$ cat config.mk
export PLATFORM = sky130hd
export DESIGN_NAME = host_cmd_status
export DESIGN_NICKNAME = d
export VERILOG_FILES = /design/src/rtl/hcs_pkg.sv /design/src/rtl/hcs_event_bank.sv /design/src/rtl/hcs_cmd_slot.sv /design/src/rtl/host_cmd_status.sv
export SDC_FILE = /design/constraint.sdc
export NUM_CORES = 1
export LEC_CHECK = 0
export BUFFER_PORTS_ARGS = -buffer_cell sky130_fd_sc_hd__buf_4
export CORE_MARGIN = 3
export CORE_UTILIZATION = 42
export CTS_CLUSTER_SIZE = 30
export DETAILED_ROUTE_END_ITERATION = 12
export GPL_TIMING_DRIVEN = 0
export PLACE_DENSITY_LB_ADDON = 0.12
export SETUP_SLACK_MARGIN = 0.4
export SLEW_MARGIN = 20
export SYNTH_ARGS = -nofsm -noshare
export SYNTH_HDL_FRONTEND = slang
export SYNTH_HIERARCHICAL = 1
export SYNTH_SLANG_ARGS = --single-unit
$ cat constraint.sdc
create_clock -name clk -period 2.3 [get_ports clk]
set_clock_uncertainty 0.1 [all_clocks]
set_input_delay 0 -clock clk [delete_from_list [all_inputs] [get_ports clk]]
set_output_delay 0 -clock clk [all_outputs]
set_load 0.05 [all_outputs]
$ cat src/rtl/hcs_pkg.sv
package hcs_pkg;
    localparam int WORD_W = 16;
    localparam logic [WORD_W-1:0] EVT_KEEP = 16'hFD00;

    localparam int B_CMD_DONE = 15;
    localparam int B_FRAME_RX = 14;
    localparam int B_CU_LEFT  = 13;
    localparam int B_RX_HALT  = 12;
    localparam int B_MGMT     = 11;
    localparam int B_SWI_EVT  = 10;
    localparam int B_FC_PAUSE = 8;

    localparam int RU_CMD_LO = 0;
    localparam int RU_CMD_W  = 3;
    localparam int CU_CMD_LO = 4;
    localparam int CU_CMD_W  = 4;
    localparam int MASK_BIT  = 8;
    localparam int SWI_BIT   = 9;

    localparam int RU_ST_W = 4;
    localparam int CU_ST_W = 2;

    typedef struct packed {
        logic mask;
    } ctl_t;
endpackage

$ cat src/rtl/hcs_event_bank.sv
module hcs_event_bank #(
    parameter int             W    = 16,
    parameter logic [W-1:0]   KEEP = 16'hFD00
) (
    input  logic         clk,
    input  logic         rst_n,
    input  logic [W-1:0] set_i,
    input  logic [W-1:0] clr_i,
    output logic [W-1:0] pend_o
);
    typedef struct packed {
        logic [W-1:0] pend;
    } bank_t;

    bank_t        bank_d, bank_q;
    logic [W-1:0] nxt;

    for (genvar i = 0; i < W; i++) begin : g_bit
        if (KEEP[i]) begin : g_live
            // an arriving event beats a clear in the same cycle
            assign nxt[i] = set_i[i] | (bank_q.pend[i] & ~clr_i[i]);
        end else begin : g_dead
            assign nxt[i] = 1'b0;
        end
    end

    always_comb begin
        bank_d      = bank_q;
        bank_d.pend = nxt;
    end

    always_ff @(posedge clk) begin
        if (!rst_n) bank_q <= '0;
        else        bank_q <= bank_d;
    end

    assign pend_o = bank_q.pend;

    a_r2_event_sticks: assert property (@(posedge clk) disable iff (!rst_n)
        ((set_i & KEEP) != '0) |=> ((pend_o & $past(set_i & KEEP)) == $past(set_i & KEEP)));

    a_r3_clear_ones_only: assert property (@(posedge clk) disable iff (!rst_n)
        (set_i == '0) |=> (pend_o == ($past(pend_o) & ~$past(clr_i))));
endmodule

$ cat src/rtl/hcs_cmd_slot.sv
module hcs_cmd_slot #(
    parameter int W = 3
) (
    input  logic         clk,
    input  logic         rst_n,
    input  logic         load_i,
    input  logic [W-1:0] val_i,
    input  logic         take_i,
    output logic [W-1:0] cmd_o
);
    typedef struct packed {
        logic [W-1:0] cmd;
    } slot_t;

    slot_t slot_d, slot_q;

    always_comb begin
        slot_d = slot_q;
        if (take_i) slot_d.cmd = '0;
        if (load_i) slot_d.cmd = val_i;
    end

    always_ff @(posedge clk) begin
        if (!rst_n) slot_q <= '0;
        else        slot_q <= slot_d;
    end

    assign cmd_o = slot_q.cmd;

    a_r5_cmd_holds: assert property (@(posedge clk) disable iff (!rst_n)
        (!load_i && !take_i) |=> $stable(cmd_o));

    a_r5_cmd_taken: assert property (@(posedge clk) disable iff (!rst_n)
        (take_i && !load_i) |=> (cmd_o == '0));

    a_r10_write_wins: assert property (@(posedge clk) disable iff (!rst_n)
        load_i |=> (cmd_o == $past(val_i)));
endmodule

$ cat src/rtl/host_cmd_status.sv
module host_cmd_status
    import hcs_pkg::*;
(
    input  logic        clk,
    input  logic        rst_n,
    input  logic        wr_stat_en,
    input  logic        wr_cmd_en,
    input  logic [15:0] wr_data,
    input  logic        ev_cmd_done,
    input  logic        ev_frame_rx,
    input  logic        ev_cu_left,
    input  logic        ev_rx_halt,
    input  logic        ev_mgmt_done,
    input  logic        ev_fc_pause,
    input  logic [3:0]  ru_state,
    input  logic [1:0]  cu_state,
    input  logic        ru_accept,
    input  logic        cu_accept,
    output logic [15:0] stat_rd,
    output logic [15:0] cmd_rd,
    output logic        irq
);
    logic [WORD_W-1:0]   set_vec, clr_vec, pend;
    logic [RU_CMD_W-1:0] ru_cmd;
    logic [CU_CMD_W-1:0] cu_cmd;
    ctl_t                ctl_d, ctl_q;

    always_comb begin
        set_vec             = '0;
        set_vec[B_CMD_DONE] = ev_cmd_done;
        set_vec[B_FRAME_RX] = ev_frame_rx;
        set_vec[B_CU_LEFT]  = ev_cu_left;
        set_vec[B_RX_HALT]  = ev_rx_halt;
        set_vec[B_MGMT]     = ev_mgmt_done;
        set_vec[B_FC_PAUSE] = ev_fc_pause;
        set_vec[B_SWI_EVT]  = wr_cmd_en & wr_data[SWI_BIT];
        clr_vec             = wr_stat_en ? wr_data : '0;
    end

    hcs_event_bank #(.W(WORD_W), .KEEP(EVT_KEEP)) u_events (
        .clk    (clk),
        .rst_n  (rst_n),
        .set_i  (set_vec),
        .clr_i  (clr_vec),
        .pend_o (pend)
    );

    hcs_cmd_slot #(.W(RU_CMD_W)) u_ru_slot (
        .clk    (clk),
        .rst_n  (rst_n),
        .load_i (wr_cmd_en),
        .val_i  (wr_data[RU_CMD_LO +: RU_CMD_W]),
        .take_i (ru_accept),
        .cmd_o  (ru_cmd)
    );

    hcs_cmd_slot #(.W(CU_CMD_W)) u_cu_slot (
        .clk    (clk),
        .rst_n  (rst_n),
        .load_i (wr_cmd_en),
        .val_i  (wr_data[CU_CMD_LO +: CU_CMD_W]),
        .take_i (cu_accept),
        .cmd_o  (cu_cmd)
    );

    always_comb begin
        ctl_d = ctl_q;
        if (wr_cmd_en) ctl_d.mask = wr_data[MASK_BIT];
    end

    always_ff @(posedge clk) begin
        if (!rst_n) ctl_q <= '0;
        else        ctl_q <= ctl_d;
    end

    assign stat_rd = pend | {8'h00, cu_state, ru_state, 2'b00};
    assign cmd_rd  = {7'h00, ctl_q.mask, cu_cmd, 1'b0, ru_cmd};
    assign irq     = !ctl_q.mask && (pend != '0);

    a_r7_masked_quiet: assert property (@(posedge clk) disable iff (!rst_n)
        cmd_rd[MASK_BIT] |-> !irq);

    a_r8_swi_raises: assert property (@(posedge clk) disable iff (!rst_n)
        (wr_cmd_en && wr_data[SWI_BIT]) |=> stat_rd[B_SWI_EVT]);

    a_r9_unused_zero: assert property (@(posedge clk) disable iff (!rst_n)
        (stat_rd[9] == 1'b0) && (stat_rd[1:0] == 2'b00) && (cmd_rd[SWI_BIT] == 1'b0));
endmodule

==> impl_metrics.ini <==
[run_status]
status = completed

[finish]
layout.nets = 231
layout.cells.non_filler = 221
antennaDiodeCount = 0
layout-drive-gt1-share = 0.429
area_growth_syn_to_layout_pct = 104
final_common_cell = buf_4
n_fill_cell = 56
multiInputGateArea_um2 = 435
seq_area_um2 = 300
layout_common_cells = buf_4, dlygate4sd3_1, conb_1

[setup_path]
crit_chain = dlygate4sd3_1, buf_4, nand3_1, dlygate4sd3_1, o21ai_1, dlygate4sd3_1
path_max_fanout = 1
worstRegToRegCells = 3
max_stage_delay_ps = 570
crit_path_start_kind = input pin
critPathSlowestCell = dlygate4sd3_1
crit_type = in -> reg
reg2reg_to = u_ru_slot/cmd_o[2]$_SDFFE_PN0P_
crit_family = buffers and inverters
ff2ff_setup_slack_ps = 830
worstReg2RegStart = u_ru_slot/cmd_o[2]$_SDFFE_PN0P_
worst-path-buf-inv = 4
crit_path_start = wr_data[7]
critPathCapture = u_cu_slot/cmd_o[3]$_SDFFE_PN0P_
cp_common_cell = dlygate4sd3_1
cp.required_ps = 2390
critPathCaptureType = flip-flop
cp_data_arrival_time_ps = 1980
crit_cells = 6

[floorplanning]
die_h_um = 50.2
die_x_um = 50.2
io_pins = 67
start_util = 0.460
core-area_um2 = 1780
dieArea_um2 = 2520
row_count = 15

[clocking]
clk_pin_slew_ps = 100
clock-sinks = 15
cts_tree = built
cts-root-buf = clkbuf_4
cts_setup_buffers = 0
htree_levels = 1
cts_buffers = 3
cts.path.max_buffers = 2
cts_resized = 0
clk_latency_ps = 290

[pwr]
leakagePower_nw = 0.848
p_total_w = 0.000778
power_density_nw_per_um2 = 466
ir_drop_mv = 0.565

[synthesis]
yosys_warnings = 6
avgSynthCellArea_um2 = 9.11
syn_inst = 90
syn_area_um2 = 820

[placed_design]
place_congestion = 0.662
placed_cells = 184
port_buffers = 54

[timing]
min_period_over_period = 0.824
setup_viol = 0
hold_viol = 0
fin_crit_ps = 1900
fin_tns_setup_ps = 0
rsz0062_at_grt = no
fmax_mhz = 527
holdWs_ps = 246
maxSlewViolCount = 0

[routing]
wl_um = 3820
vias = 1055
dr.pass1.iters = 4
drc_errors = 0
viasPerCell = 4.77
first_iter_violations = 16
postRouteAntennaNets = 0
wl_per_cell_um = 17.3

[grt]
grt_pass1_vias = 1166
grt_max_degree = 20
grt_pass1_wl_um = 5950
overflow = 0
track_usage = 0.324
antenna_found_initial = 0

[min_path]
hold_path_class = in -> out
worstHoldStart = ru_state[1]

[flow_run]
drv_cap = 0
==> final cells by class <==
type,count,share of cell area
Timing Repair Buffer,87,0.440
Multi-Input combinational cell,71,0.261
Sequential cell,15,0.180
Buffer,19,0.0839
Tap cell,25,0.0187
Clock buffer,3,0.0135
Clock inverter,1,0.00300
==> flip-flops by register name, summed over array words and instances (netlist names) <==
name,flops
ctl_q,1
u_ru_slot/cmd_o,3
u_cu_slot/cmd_o,4
u_events/pend_o,7
==> through the flow <==
stage	cell area (um2)	utilization	setup slack, ps
5_1_grt	1670	0.937	417
4_1_cts	1680	0.942	487
3_5_place_dp	1310	0.736	1180
2_1_floorplan	876	-	545
3_3_place_gp	1310	0.736	1190
6_report	1670	0.937	404
==> per-layer routing <==
layer / share of wire / wire length [um] / track usage
met5: 0 / 0 / 0
met3: 0.072 / 275 / 0.0653
met2: 0.51 / 1960 / 0.593
met1: 0.36 / 1390 / 0.341
met4: 0.050 / 191 / 0.175
==> what timing repair did <==
| item | CTS | global route |
|---|---|---|
| setup endpoints to repair | 0 | 1 |
| hold buffers | 34 | 0 |
| endpoints found under the hold margin | 15 | 0 |
==> worst min-delay path, stage by stage <==
cell and delay, ps:
buf_4 70, or2_2 90, buf_4 180
==> power breakdown <==
| part | switching, W | internal (W) |
|---|---|---|
| combinational | 0.000186 | 0.000146 |
| sequential | 0.0000131 | 0.000275 |
| clock | 0.0000927 | 0.0000647 |
| total | 0.000292 | 0.000487 |
==> worst min-delay path by stage <==
stage	to	slack, ps	cells after the start
after floorplan	u_events/pend_o[10]$_SDFF_PN0_	20	1
after global placement	u_events/pend_o[15]$_SDFF_PN0_	110	2
after detailed placement	u_events/pend_o[15]$_SDFF_PN0_	120	2
after CTS	stat_rd[4]	240	3
after global routing	stat_rd[4]	250	3
final	stat_rd[3]	250	3
(Power assumes the default switching activity.)
